File: src/rtl/gpio_irq_pkg.sv
package gpio_irq_pkg;
  localparam int NUM_CH     = 2;
  localparam int REG_ADDR_W = 9;
  localparam int REG_DATA_W = 32;

  localparam logic [REG_ADDR_W-1:0] OFF_DATA1 = 9'h000;
  localparam logic [REG_ADDR_W-1:0] OFF_DATA2 = 9'h008;
  localparam logic [REG_ADDR_W-1:0] OFF_GIE   = 9'h11C;
  localparam logic [REG_ADDR_W-1:0] OFF_STS   = 9'h120;
  localparam logic [REG_ADDR_W-1:0] OFF_IER   = 9'h128;

  // write strobes from register decode to the state holding datapath
  typedef struct packed {
    logic gieWr;
    logic ierWr;
    logic stsWr;
  } regStrobe_t;
endpackage

File: src/rtl/gpio_irq_sync.sv
module gpio_irq_sync #(
  parameter int WIDTH  = 8,
  parameter int STAGES = 2
) (
  input  logic             clk,
  input  logic             rstN,
  input  logic [WIDTH-1:0] asyncIn,
  output logic [WIDTH-1:0] syncOut,
  output logic             changed
);
  localparam int LAST = STAGES - 1;

  logic [STAGES-1:0][WIDTH-1:0] chainQ;
  logic [WIDTH-1:0]             prevQ;

  always_ff @(posedge clk) begin
    if (!rstN) begin
      chainQ <= '0;
      prevQ  <= '0;
    end else begin
      chainQ[0] <= asyncIn;
      for (int s = 1; s < STAGES; s++) chainQ[s] <= chainQ[s-1];
      prevQ <= chainQ[LAST];
    end
  end

  assign syncOut = chainQ[LAST];
  assign changed = (chainQ[LAST] != prevQ);

  // a change is reported exactly when the settled value moved on the last edge
  AST_CHANGE_MEANS_MOVE: assert property (@(posedge clk) disable iff (!rstN)
    (rstN && $past(rstN) && changed) |-> !$stable(syncOut));
endmodule

File: src/rtl/gpio_irq_datapath.sv
module gpio_irq_datapath
  import gpio_irq_pkg::*;
#(
  parameter int CH_WIDTH    = 8,
  parameter int SYNC_STAGES = 2
) (
  input  logic                             clk,
  input  logic                             rstN,
  input  logic [NUM_CH-1:0][CH_WIDTH-1:0]  chIn,
  input  regStrobe_t                       stb,
  input  logic [NUM_CH-1:0]                wrBits,
  output logic [NUM_CH-1:0][CH_WIDTH-1:0]  chSync,
  output logic                             gieQ,
  output logic [NUM_CH-1:0]                ierQ,
  output logic [NUM_CH-1:0]                stsQ,
  output logic                             irqOut
);
  logic [NUM_CH-1:0] chgDet;
  logic [NUM_CH-1:0] ackBits;

  assign ackBits = stb.stsWr ? wrBits : '0;

  for (genvar c = 0; c < NUM_CH; c++) begin : g_ch
    gpio_irq_sync #(.WIDTH(CH_WIDTH), .STAGES(SYNC_STAGES)) i_sync (
      .clk     (clk),
      .rstN    (rstN),
      .asyncIn (chIn[c]),
      .syncOut (chSync[c]),
      .changed (chgDet[c])
    );

    // pending flag: set wins over clear
    always_ff @(posedge clk) begin
      if (!rstN)           stsQ[c] <= 1'b0;
      else if (chgDet[c])  stsQ[c] <= 1'b1;
      else if (ackBits[c]) stsQ[c] <= 1'b0;
    end

    AST_CHANGE_SETS_FLAG: assert property (@(posedge clk) disable iff (!rstN)
      chgDet[c] |=> stsQ[c]);
    AST_ACK_CLEARS_FLAG: assert property (@(posedge clk) disable iff (!rstN)
      (stb.stsWr && wrBits[c] && !chgDet[c]) |=> !stsQ[c]);
    AST_FLAG_HOLDS: assert property (@(posedge clk) disable iff (!rstN)
      (!chgDet[c] && !(stb.stsWr && wrBits[c])) |=> $stable(stsQ[c]));
  end

  always_ff @(posedge clk) begin
    if (!rstN) begin
      gieQ <= 1'b0;
      ierQ <= '0;
    end else begin
      if (stb.gieWr) gieQ <= wrBits[0];
      if (stb.ierWr) ierQ <= wrBits;
    end
  end

  assign irqOut = gieQ & (|(stsQ & ierQ));

  AST_MASTER_OFF_DROPS_IRQ: assert property (@(posedge clk) disable iff (!rstN)
    (stb.gieWr && !wrBits[0]) |=> !irqOut);
endmodule

File: src/rtl/gpio_irq_ctrl.sv
module gpio_irq_ctrl
  import gpio_irq_pkg::*;
#(
  parameter int CH_WIDTH = 8
) (
  input  logic                             clk,
  input  logic                             rstN,
  input  logic [REG_ADDR_W-1:0]            regAddr,
  input  logic                             regWrEn,
  input  logic [NUM_CH-1:0][CH_WIDTH-1:0]  chSync,
  input  logic                             gieQ,
  input  logic [NUM_CH-1:0]                ierQ,
  input  logic [NUM_CH-1:0]                stsQ,
  output regStrobe_t                       stb,
  output logic [REG_DATA_W-1:0]            regRdData
);
  localparam int PAD_CH  = REG_DATA_W - CH_WIDTH;
  localparam int PAD_MSK = REG_DATA_W - NUM_CH;

  always_comb begin
    stb       = '0;
    stb.gieWr = regWrEn && (regAddr == OFF_GIE);
    stb.ierWr = regWrEn && (regAddr == OFF_IER);
    stb.stsWr = regWrEn && (regAddr == OFF_STS);
  end

  always_comb begin
    unique case (regAddr)
      OFF_DATA1: regRdData = {{PAD_CH{1'b0}}, chSync[0]};
      OFF_DATA2: regRdData = {{PAD_CH{1'b0}}, chSync[1]};
      OFF_GIE:   regRdData = {{(REG_DATA_W-1){1'b0}}, gieQ};
      OFF_STS:   regRdData = {{PAD_MSK{1'b0}}, stsQ};
      OFF_IER:   regRdData = {{PAD_MSK{1'b0}}, ierQ};
      default:   regRdData = '0;
    endcase
  end

  AST_ONE_STROBE: assert property (@(posedge clk) disable iff (!rstN)
    $onehot0({stb.gieWr, stb.ierWr, stb.stsWr}));
endmodule

File: src/rtl/gpio_change_irq.sv
module gpio_change_irq
  import gpio_irq_pkg::*;
#(
  parameter int CH_WIDTH    = 8,
  parameter int SYNC_STAGES = 2
) (
  input  logic                  clk,
  input  logic                  rstN,
  input  logic [CH_WIDTH-1:0]   gpioIn1,
  input  logic [CH_WIDTH-1:0]   gpioIn2,
  input  logic [REG_ADDR_W-1:0] regAddr,
  input  logic                  regWrEn,
  input  logic [REG_DATA_W-1:0] regWrData,
  output logic [REG_DATA_W-1:0] regRdData,
  output logic                  irqOut
);
  regStrobe_t                      stb;
  logic [NUM_CH-1:0][CH_WIDTH-1:0] chIn;
  logic [NUM_CH-1:0][CH_WIDTH-1:0] chSync;
  logic                            gieQ;
  logic [NUM_CH-1:0]               ierQ;
  logic [NUM_CH-1:0]               stsQ;
  logic                            unusedWrBits;

  assign chIn         = {gpioIn2, gpioIn1};
  assign unusedWrBits = ^regWrData[REG_DATA_W-1:NUM_CH];

  gpio_irq_ctrl #(.CH_WIDTH(CH_WIDTH)) i_ctrl (
    .clk       (clk),
    .rstN      (rstN),
    .regAddr   (regAddr),
    .regWrEn   (regWrEn),
    .chSync    (chSync),
    .gieQ      (gieQ),
    .ierQ      (ierQ),
    .stsQ      (stsQ),
    .stb       (stb),
    .regRdData (regRdData)
  );

  gpio_irq_datapath #(.CH_WIDTH(CH_WIDTH), .SYNC_STAGES(SYNC_STAGES)) i_dp (
    .clk    (clk),
    .rstN   (rstN),
    .chIn   (chIn),
    .stb    (stb),
    .wrBits (regWrData[NUM_CH-1:0]),
    .chSync (chSync),
    .gieQ   (gieQ),
    .ierQ   (ierQ),
    .stsQ   (stsQ),
    .irqOut (irqOut)
  );

  AST_IRQ_LOW_AFTER_RESET: assert property (@(posedge clk)
    !rstN |=> !irqOut);
endmodule

File: config.mk
export PLATFORM = sky130hd
export DESIGN_NAME = gpio_change_irq
export DESIGN_NICKNAME = d
export VERILOG_FILES = /design/src/rtl/gpio_irq_pkg.sv /design/src/rtl/gpio_irq_sync.sv /design/src/rtl/gpio_irq_datapath.sv /design/src/rtl/gpio_irq_ctrl.sv /design/src/rtl/gpio_change_irq.sv
export SDC_FILE = /design/constraint.sdc
export NUM_CORES = 1
export LEC_CHECK = 0
export BUFFER_PORTS_ARGS = -buffer_cell sky130_fd_sc_hd__buf_2
export CAP_MARGIN = 20
export CORE_AREA = 2 2 71 73
export CTS_CLUSTER_DIAMETER = 100
export DETAILED_ROUTE_END_ITERATION = 10
export DIE_AREA = 0 0 73 75
export PLACE_DENSITY_LB_ADDON = 0.3
export SYNTH_ARGS = -nofsm -noshare
export SYNTH_HDL_FRONTEND = slang
export SYNTH_SLANG_ARGS = --single-unit
File: constraint.sdc
create_clock -name clk -period 2.1 [get_ports clk]
set_clock_uncertainty 0.15 [all_clocks]
set_input_delay 0.315 -clock clk [delete_from_list [all_inputs] [get_ports clk]]
set_output_delay 0.315 -clock clk [all_outputs]
set_load 0.005 [all_outputs]
* Word-level counts from Yosys, hierarchy flattened
Index checks and enable logic that the tools add are counted.
** Operators by class
- Equality and inequality tests :: 6
- Mux-type cells :: 6
- Bitwise gates (word level) :: 2
- Reductions and logical operators :: 7
** Operator list (number)
- 8-bit case mux with 5 select lines :: 1
- 9-bit equality test (second input constant) :: 3
- 8-bit != test :: 2
- 9-bit by 4-bit equality test with 1-bit output (second input constant) :: 1
- 9-bit zero test :: 1
- 1-bit 2-to-1 mux :: 4
- 2-bit nonzero test :: 2
- 1-bit logical AND :: 3
- 2-bit bitwise AND :: 1
- 2-bit 2-to-1 mux :: 1
- 2-bit OR reduction :: 1
- 1-bit bitwise AND :: 1
** Word-level totals
- Bits in registers :: 53
- Input bits :: 60
- Logic and storage cells :: 31

* Logic depth before layout (Yosys ltp)
Gate-level depths: netlist (run 1).
- Word-level depth :: 5
- Gate-level depth with buffers :: 5
- Mapped depth without buffers :: 3

* Cells and area by module
A second synthesis (run 1) with hierarchy kept.
** Second synthesis, totals
- Cells, all modules :: 216
- Area, all modules :: 2207.1 um^2
** Modules (own cells, without submodules)
- gpio_irq_sync :: times used 2, cells each 69, area an instance 787.0 um^2, seq. area each 480.5 um^2
- gpio_irq_ctrl :: times used 1, cells each 59, area an instance 440.4 um^2, seq. area each 0.0 um^2
- gpio_irq_datapath :: times used 1, cells each 19, area an instance 192.7 um^2, seq. area each 100.1 um^2

* Worst setup path before layout (run 1)
OpenSTA, ideal clock, no wires.
- Path type :: input-to-output
- Start :: input regAddr[1]
- End :: output regRdData[0]
- Data arrival time :: 1.280 ns
- Data required time :: 1.635 ns
- Path slack :: 0.355 ns
- Stages on the path :: 4
- Path buffers :: 1
- Path through :: or4_4 -> buf_6 -> nor3_1 -> a22o_1
** Between the ends
- Word-level cells in the longest chain between the ends :: 2
- Elaborated cells on any way between the ends :: 6
- Those cells by class :: eq/ne (4); mux (1); reduce/logical (1)
** Ends and longest elaborated chain
- start, declared :: line gpio_change_irq.sv:11 : input logic [REG_ADDR_W-1:0] regAddr,
- 9-bit equality test (tied with other cells) :: line gpio_irq_ctrl.sv:28 : unique case (regAddr)
- 8-bit case mux with 5 select lines (*) :: line gpio_irq_ctrl.sv:28
- end, declared :: line gpio_change_irq.sv:14 : output logic [REG_DATA_W-1:0] regRdData,
Every way passes the cells marked *; elsewhere a longest branch is shown, timed or not.

* Final worst setup path (run 1)
- Start :: input regAddr[1]
- End :: output regRdData[1]
Same word-level chain as after synthesis.

==> flow_metrics.tcl, run 1 <==
set metrics [dict create \
    post_synth_fa_ha_maj_area_fraction 0 \
    simple_logic_cell_fraction_of_the_synthesized_area 0.232 \
    netlist.area_leader.share 0.500 \
    post_synth_xor_area_fraction 0.0661 \
    htree_num_levels 2 \
    insertion_delay_ns 0.30 \
    worst_path_dominant_cell_family "simple AND/OR/NAND/NOR gates" \
    synth_ff_type "sky130_fd_sc_hd__dfxtp_1" \
    crit_required_ns 1.63 \
    p_leak_nw 1.14 \
    die_w_um 73 \
    fp.coreArea_mm2 0.00466 \
    netlist.top_cell.by_area "sky130_fd_sc_hd__dfxtp_1" \
    timing.max_cap.violations 0 \
    peakVddDrop_mv 0.589 \
    slowest_stage "sky130_fd_sc_hd__nor4_1" \
    tns_ns 0 \
    clockBufferDepth 2 \
    setup_viol 0 \
    worst_r2r_startpoint "i_dp.g_ch[0].i_sync.syncOut[7]" \
    rsz0062_at_grt "no" \
    dominant_combinational_cell_family_by_area_after_synthesis "simple AND/OR/NAND/NOR gates" \
    post-cts-setup-buffer-count 0 \
    endpoint "regRdData[1]" \
    cp_cell_sequence "buf_2, nor4_1, buf_4, nand3_1, o32ai_1, buf_2" \
    post-route-drc-count 0 \
    diodes 0 \
    synth.top_cells.by_count "sky130_fd_sc_hd__dfxtp_1 (53), sky130_fd_sc_hd__and2_1 (49), sky130_fd_sc_hd__buf_4 (24)" \
    synth-compound-area-share 0.0407 \
    wire_length_of_the_first_global_routing_pass_um 4980 \
    timing.reg2reg.worst_path_depth 3 \
    status "finished, final reports clean" \
    synth_most_common_cell "sky130_fd_sc_hd__dfxtp_1" \
    power.share.sequential 0.561 \
    distinct_cell_type_count_after_synthesis 30 \
    share_comb_of_total_power 0.072 \
    cts_root_buf "sky130_fd_sc_hd__clkbuf_8" \
    finalCritPeriodShare 0.926 \
    timing.hold.worst.class "input port to flip-flop" \
    synthesis.area_per_instance_um2 10.3 \
    route.detailed.vias_per_inst 4.47 \
    postRouteWirelength_um 3170 \
    cpPeakStageDelay_ns 0.26 \
    drt-pass1-iter-count 4 \
    post_dp_cell_area_mm2 0.00227 \
    total_switching_power_uw 398 \
    sinks_on_clock_net 53 \
    ioPinCount 93 \
    synth_edf_count 0 \
    placedCellCount 292 \
    ctsResizeCount 0 \
    cts_tree "yes" \
    routed-via-count 1342 \
    worst-path-max-fanout 7 \
    hold_viol_final 0 \
    ys.warnings.count 0 \
    asyncSetResetFlopFracSynth 0 \
    max_freq_mhz 514 \
    grt_overflow_total 0 \
    initial_cell_density_of_the_core 0.455 \
    crit_cells 6 \
    grt_start_max_net_pins 28 \
    fin_cells 300 \
    pwr-share-clk 0.367 \
    final_layout_size_suffix_gt1_frac 0.211 \
    finalInstanceArea_mm2 0.00239 \
    hold_path_startpoint "gpioIn1[5]" \
    chipHeight_um 75 \
    switching_share 0.210 \
    number_of_storage_elements_in_the_synthesis_netlist 53 \
    reg2reg_slack_ns 0.81 \
    syn_area_mm2 0.00212 \
    globalplace.congestion 0.811 \
    cts_inserted_buffers 5 \
    worstPathBufferInverterCount 3 \
    route.detailed.wl_per_inst_um 10.6 \
    synthTopCellsByArea "sky130_fd_sc_hd__dfxtp_1 (50%), sky130_fd_sc_hd__and2_1 (14%), sky130_fd_sc_hd__buf_4 (8.5%)" \
    layout.nets 305 \
    hpwlAfterDp_um 2300 \
    critPathArrivalTime_ns 1.48 \
    power.density_mw_per_mm2 795 \
    port_buffers 38 \
    synthToLayoutAreaGrowth_pct 12.6 \
    reg2reg_to "i_dp.stsQ[0]" \
    num_rows 25 \
    share_of_synthesized_area_spent_on_multiplexers 0.0525 \
    timing.final.max_slew_violations 0 \
    dieArea_mm2 0.00548 \
    initial_antenna_violation_count 0 \
    grt_usage 0.120 \
    cellInternalPower_mw 1.50 \
    clkSlewWorstSetupHoldPaths_ns 0.09 \
    timing.critical_path.from "regAddr[1]" \
    synthCells 206 \
    critical_path_type "input port to output port" \
    first_iter_violations 49 \
    timing.critical_path.to_type "output port" \
    cell_occurring_most_often_along_the_worst_timing_path "sky130_fd_sc_hd__buf_2" \
    finalCriticalPeriod_ns 1.94 \
    postCtsHoldBufs 0 \
    ys_seq_area_frac 0.500 \
    startpoint_type "input port" \
    first_global_vias 1143 \
    postRouteAntennaNets 0 \
]
[power groups by stage]
stage,combinational (mW),sequential [mW],clock (mW)
2_1_floorplan,0.122,1.08,0
3_3_place_gp,0.135,1.09,0
6_report,0.137,1.06,0.696
3_5_place_dp,0.137,1.09,0
5_1_grt,0.158,1.07,0.755
4_1_cts,0.137,1.06,0.717
[metrics by stage]
step                      hold slack, ns   util  power (mW)  setup WS, ns
after floorplan                    0.262      -        1.21         0.355
after global placement             0.266  0.487        1.22         0.121
after detailed placement           0.267  0.487        1.22         0.116
after CTS                         0.0562  0.512        1.92         0.116
after global routing              0.0576  0.512        1.98        0.0196
final                             0.0669  0.512        1.90         0.155
[per-layer routing]
metal	GRT usage	wire, um
met4	0.0556	43
met3	0.0375	215
met5	0	0
met1	0.154	1460
met2	0.187	1440
[layout make-up]
cell class	count	area [um2]
fill	427	2270
sequential	53	1060
multi-input combinational	142	920
timing repair buffer	41	213
clock buffer	6	82.6
tap	54	67.6
clock inverter	2	37.5
inverter	2	7.51
[how the worst min path moves through the flow]
stage / cells after the start / endpoint
after floorplan: 1 / i_dp.g_ch[0].i_sync.syncOut[0]
after global placement: 1 / i_dp.g_ch[0].i_sync.syncOut[6]
after detailed placement: 1 / i_dp.g_ch[0].i_sync.syncOut[0]
after CTS: 2 / i_dp.g_ch[1].i_sync.chainQ[3]
after global routing: 2 / i_dp.g_ch[0].i_sync.chainQ[7]
final: 2 / i_dp.g_ch[0].i_sync.chainQ[5]
[cell families (layout without fill, tap and decap cells)]
kind of cell / after synthesis / in the layout
other cells: 1 / 24
mux: 11 / 11
xor+xnor: 16 / 16
flops: 53 / 53
buf+inv: 34 / 51
compound gates: 12 / 12
simple gates: 79 / 79
[registers in the layout (all words and copies together) (netlist names)]
register                  cells
i_dp.g_ch.i_sync.chainQ      16
i_dp.g_ch.i_sync.prevQ       16
i_dp.g_ch.i_sync.syncOut     16
i_dp.ierQ                     2
i_dp.stsQ                     2
i_dp.gieQ                     1
[worst register-to-register path, stage by stage, from the launching register on]
cell and delay (ns):
sky130_fd_sc_hd__dfxtp_1 0.34, sky130_fd_sc_hd__xor2_1 0.16, sky130_fd_sc_hd__nor4_1 0.39, sky130_fd_sc_hd__a31oi_1 0.14
[cells in the final DEF, fill, tap and decap left out, drive strengths merged]
master | synthesis | final
dfxtp | 53 | 53
and2 | 49 | 49
buf | 26 | 41
conb | 1 | 24
xor2 | 16 | 16
mux2i | 10 | 10
nor2 | 8 | 8
clkbuf | 6 | 6
nor4 | 6 | 6
nand2 | 4 | 4
o31ai | 4 | 4
nand4 | 3 | 3
nor3 | 2 | 2
inv | 2 | 2
a21oi | 2 | 2
nand3b | 2 | 2
a31oi | 2 | 2
nand3 | 1 | 1
or4 | 1 | 1
nand4bb | 1 | 1
o32ai | 1 | 1
mux2 | 1 | 1
o2bb2ai | 1 | 1
a22o | 1 | 1
a22oi | 1 | 1
nor2b | 1 | 1
nor4bb | 1 | 1
clkinvlp | 0 | 1
bufinv | 0 | 1
Power figures use the tool's default switching activity.
==> run 2: changes to the inputs <==
--- a/config.mk
+++ b/config.mk
@@ -11,6 +11,7 @@
 export CTS_CLUSTER_DIAMETER = 100
 export DETAILED_ROUTE_END_ITERATION = 10
 export DIE_AREA = 0 0 73 75
+export MAX_ROUTING_LAYER = met4
 export PLACE_DENSITY_LB_ADDON = 0.3
 export SYNTH_ARGS = -nofsm -noshare
 export SYNTH_HDL_FRONTEND = slang
==> flow_metrics.tcl, run 2 (synthesis gave the netlist of run 1 again) <==
set metrics [dict create \
    power.total_mw 1.76 \
    reg2reg_to "i_dp.stsQ[0]" \
    grt_start_max_net_pins 28 \
    wire_length_of_the_first_global_routing_pass_um 5060 \
    crit_required_ns 1.63 \
    placedCellCount 292 \
    finalInstanceArea_mm2 0.00236 \
    clkSlewWorstSetupHoldPaths_ns 0.09 \
    status "finished, final reports clean" \
    initial_cell_density_of_the_core 0.455 \
    die_w_um 73 \
    post-route-drc-count 0 \
    route.detailed.vias_per_inst 4.45 \
    cts_inserted_buffers 5 \
    power.density_mw_per_mm2 745 \
    rsz0062_at_grt "no" \
    slowest_stage "sky130_fd_sc_hd__or4_4" \
    initial_antenna_violation_count 0 \
    timing.critical_path.to_type "output port" \
    cell_occurring_most_often_along_the_worst_timing_path "sky130_fd_sc_hd__buf_2" \
    reg2reg_slack_ns 0.84 \
    htree_num_levels 2 \
    postRouteWirelength_um 3210 \
    tns_ns 0 \
    cts_tree "yes" \
    final_cell_mix "sky130_fd_sc_hd__dfxtp_1 (53), sky130_fd_sc_hd__and2_1 (49), sky130_fd_sc_hd__buf_2 (38)" \
    setup_viol 0 \
    crit_cells 4 \
    fin_cells 299 \
    routed-via-count 1331 \
    clockBufferDepth 2 \
    ctsResizeCount 0 \
    final.hold.worst_slack_ns 0.0617 \
    worst_r2r_startpoint "i_dp.g_ch[0].i_sync.syncOut[7]" \
    dp_worst_setup_slack_ns 0.0909 \
    p_leak_nw 1.12 \
    finalCritPeriodShare 0.935 \
    postRouteAntennaNets 0 \
    first_global_vias 1119 \
    timing.final.max_slew_violations 0 \
    critical_path_type "input port to output port" \
    globalplace.congestion 0.822 \
    final_layout_size_suffix_gt1_frac 0.208 \
    dieArea_mm2 0.00548 \
    post-cts-setup-buffer-count 0 \
    grt_usage 0.127 \
    mostFrequentLayoutCell "sky130_fd_sc_hd__dfxtp_1" \
    hpwlAfterDp_um 2330 \
    cts_root_buf "sky130_fd_sc_hd__clkbuf_8" \
    post_dp_cell_area_mm2 0.00227 \
    layout.nets 305 \
    cpPeakStageDelay_ns 0.60 \
    critPathArrivalTime_ns 1.50 \
    finalCriticalPeriod_ns 1.96 \
    synthToLayoutAreaGrowth_pct 11.3 \
    timing.reg2reg.worst_path_depth 3 \
    fp.coreArea_mm2 0.00466 \
    insertion_delay_ns 0.30 \
    final_critical_path_setup_slack_ns 0.136 \
    sinks_on_clock_net 53 \
    timing.critical_path.from "regAddr[1]" \
    max_freq_mhz 509 \
    peakVddDrop_mv 0.460 \
    chipHeight_um 75 \
    endpoint "regRdData[1]" \
    worstPathBufferInverterCount 2 \
    diodes 0 \
    port_buffers 38 \
    drt-pass1-iter-count 4 \
    startpoint_type "input port" \
    hold_viol_final 0 \
    grt_overflow_total 0 \
    ioPinCount 93 \
    timing.hold.worst.class "input port to flip-flop" \
    worst-path-max-fanout 8 \
    worst_path_dominant_cell_family "simple AND/OR/NAND/NOR gates" \
    num_rows 25 \
    timing.max_cap.violations 0 \
    first_iter_violations 32 \
    postCtsHoldBufs 0 \
    route.detailed.wl_per_inst_um 10.7 \
    cp_cell_sequence "buf_2, or4_4, o32ai_1, buf_2" \
    fin_util 0.506 \
]
==> run 2: metal layers <==
layer  GRT usage  share of wire  wire length [um]  vias to the layer above
met5           -              0                 0                        -
met4      0.0617          0.020                63                        0
met3      0.0361          0.066               213                        6
met2       0.184           0.45              1440                       49
met1       0.162           0.46              1490                      574
li1            -              -                 -                      702
==> run 2: final cells by class <==
cell class / instances / area, um2
multi-input combinational: 142 / 925
inverter: 2 / 7.51
clock buffer: 7 / 86.3
timing repair buffer: 41 / 213
sequential: 53 / 1060
fill: 447 / 2300
tap: 54 / 67.6
==> run 2: how the worst min path moves through the flow <==
| stage | end | slack, ns | cells after the start | start |
|---|---|---|---|---|
| after floorplan | i_dp.g_ch[0].i_sync.syncOut[0] | 0.26 | 1 | i_dp.g_ch[0].i_sync.chainQ[0] |
| after global placement | i_dp.g_ch[0].i_sync.syncOut[6] | 0.27 | 1 | i_dp.g_ch[0].i_sync.chainQ[6] |
| after detailed placement | i_dp.g_ch[0].i_sync.syncOut[0] | 0.27 | 1 | i_dp.g_ch[0].i_sync.chainQ[0] |
| after CTS | i_dp.g_ch[1].i_sync.chainQ[0] | 0.05 | 2 | gpioIn2[0] |
| after global routing | i_dp.g_ch[0].i_sync.chainQ[7] | 0.06 | 2 | gpioIn1[7] |
| final | i_dp.g_ch[0].i_sync.chainQ[7] | 0.06 | 2 | gpioIn1[7] |
==> run 2: where the power goes <==
part | leakage, nW | switching, mW | total, mW | internal (mW)
Combinational | 0.643 | 0.0698 | 0.137 | 0.0674
Sequential | 0.436 | 0.0193 | 1.06 | 1.04
Clock | 0.0443 | 0.295 | 0.557 | 0.262
==> run 3: changes to the inputs <==
--- a/config.mk
+++ b/config.mk
@@ -11,6 +11,7 @@
 export CTS_CLUSTER_DIAMETER = 100
 export DETAILED_ROUTE_END_ITERATION = 10
 export DIE_AREA = 0 0 73 75
+export GPL_TIMING_DRIVEN = 0
 export MAX_ROUTING_LAYER = met4
 export PLACE_DENSITY_LB_ADDON = 0.3
 export SYNTH_ARGS = -nofsm -noshare
==> flow_metrics.tcl, run 3 (synthesis gave the netlist of run 1 again) <==
set metrics [dict create \
    endpoint "regRdData[0]" \
    timing.hold.worst.class "input port to flip-flop" \
    peakVddDrop_mv 0.557 \
    grt_usage 0.143 \
    initial_antenna_violation_count 0 \
    rsz0062_at_grt "no" \
    first_global_vias 1264 \
    initial_cell_density_of_the_core 0.455 \
    fill_cells 425 \
    critical_path_type "input port to output port" \
    mostFrequentLayoutCell "sky130_fd_sc_hd__dfxtp_1" \
    timing.reg2reg.worst_path_depth 3 \
    timing.max_cap.violations 0 \
    final_cell_mix "sky130_fd_sc_hd__dfxtp_1 (53), sky130_fd_sc_hd__and2_1 (49), sky130_fd_sc_hd__buf_2 (38)" \
    hpwlAfterDp_um 2720 \
    sinks_on_clock_net 53 \
    grt_start_max_net_pins 18 \
    htree_num_levels 2 \
    power.density_mw_per_mm2 702 \
    critPathArrivalTime_ns 1.55 \
    synthToLayoutAreaGrowth_pct 20.8 \
    drt-pass1-iter-count 4 \
    globalplace.congestion 0.831 \
    startpoint_type "input port" \
    die_w_um 73 \
    routed-via-count 1407 \
    timing.critical_path.to_type "output port" \
    post_dp_cell_area_mm2 0.00246 \
    route.detailed.vias_per_inst 4.29 \
    port_buffers 37 \
    reg2reg_slack_ns 0.78 \
    finalCritPeriodShare 0.961 \
    final_layout_size_suffix_gt1_frac 0.277 \
    layout.nets 333 \
    status "finished, final reports clean" \
    grt_overflow_total 0 \
    ioPinCount 93 \
    cts_inserted_buffers 5 \
    final.hold.worst_slack_ns 0.0555 \
    clkSlewWorstSetupHoldPaths_ns 0.09 \
    postRouteAntennaNets 0 \
    worst_r2r_startpoint "i_dp.g_ch[0].i_sync.syncOut[1]" \
    crit_required_ns 1.63 \
    finalInstanceArea_mm2 0.00256 \
    cell_occurring_most_often_along_the_worst_timing_path "sky130_fd_sc_hd__buf_2" \
    chipHeight_um 75 \
    timing.final.max_slew_violations 0 \
    postRouteWirelength_um 3560 \
    finalCriticalPeriod_ns 2.02 \
    cp_cell_sequence "buf_2, or4_4, buf_6, nor3_1, a22o_1, buf_2" \
    post-route-drc-count 0 \
    p_leak_nw 1.25 \
    num_rows 25 \
    cts_tree "yes" \
    insertion_delay_ns 0.30 \
    reg2reg_to "i_dp.stsQ[0]" \
    power.total_mw 1.80 \
    route.detailed.wl_per_inst_um 10.8 \
    cts_root_buf "sky130_fd_sc_hd__clkbuf_8" \
    fin_util 0.550 \
    timing.critical_path.from "regAddr[1]" \
    fp.coreArea_mm2 0.00466 \
    dieArea_mm2 0.00548 \
    postCtsHoldBufs 0 \
    slowest_stage "sky130_fd_sc_hd__or4_4" \
    diodes 0 \
    worst-path-max-fanout 8 \
    cpPeakStageDelay_ns 0.53 \
    first_iter_violations 27 \
    setup_viol 0 \
    clockBufferDepth 2 \
    wire_length_of_the_first_global_routing_pass_um 5610 \
    hold_viol_final 0 \
    max_freq_mhz 496 \
]
## run 3: worst max-delay path, delay by kind of cell
kind / cells / cell delay [ns]
AOI/OAI and AO/OA: 1 / 0.16
and+or+nand+nor: 2 / 0.71
buffers and inverters: 3 / 0.37
## run 3: repair_timing
action | in CTS | in global routing
gates resized for setup | 2 | 0
setup buffers | 0 | 0
endpoints found under the setup margin | 7 | 0
hold endpoints to repair | 0 | 0
## run 3: area by class of cell
type	count	area [um2]	share of cell area
Sequential cell	53	1060	0.414
Timing Repair Buffer	37	185	0.0723
Clock inverter	3	21.3	0.00830
Tap cell	54	67.6	0.0264
Buffer	32	219	0.0855
Inverter	2	7.51	0.00293
Clock buffer	5	68.8	0.0269
Multi-Input combinational cell	142	931	0.363
## run 3: worst min path at each step
stage	startpoint	to	slack, ns	cells past startpoint
after floorplan	i_dp.g_ch[0].i_sync.chainQ[0]	i_dp.g_ch[0].i_sync.syncOut[0]	0.26	1
after global placement	i_dp.g_ch[1].i_sync.chainQ[0]	i_dp.g_ch[1].i_sync.syncOut[0]	0.27	1
after detailed placement	i_dp.g_ch[0].i_sync.chainQ[0]	i_dp.g_ch[0].i_sync.syncOut[0]	0.27	1
after CTS	gpioIn2[4]	i_dp.g_ch[1].i_sync.chainQ[4]	0.04	2
after global routing	gpioIn1[7]	i_dp.g_ch[0].i_sync.chainQ[7]	0.05	2
final	gpioIn2[5]	i_dp.g_ch[1].i_sync.chainQ[5]	0.06	2
## run 3: stage by stage
stage	TNS [ns]	std cells	worst slack, ns
6_report	0	328	0.0821
5_1_grt	0	328	0.0128
4_1_cts	0	328	0.0642
3_5_place_dp	-0.441	320	-0.0921
3_3_place_gp	-0.162	320	-0.0589
2_1_floorplan	0	229	0.355
## run 3: power breakdown
group / internal (mW) / switching, mW / leakage, nW
clock network: 0.237 / 0.323 / 0.0445
registers: 1.05 / 0.0200 / 0.436
logic: 0.0957 / 0.0787 / 0.772
## run 3: layer usage
metal	part of all wire	vias up	wire [um]	global-route usage
li1	-	758	-	-
met1	0.45	599	1600	0.159
met2	0.47	42	1690	0.233
met3	0.056	8	198	0.0388
met4	0.021	0	74	0.0741
met5	0	-	0	-
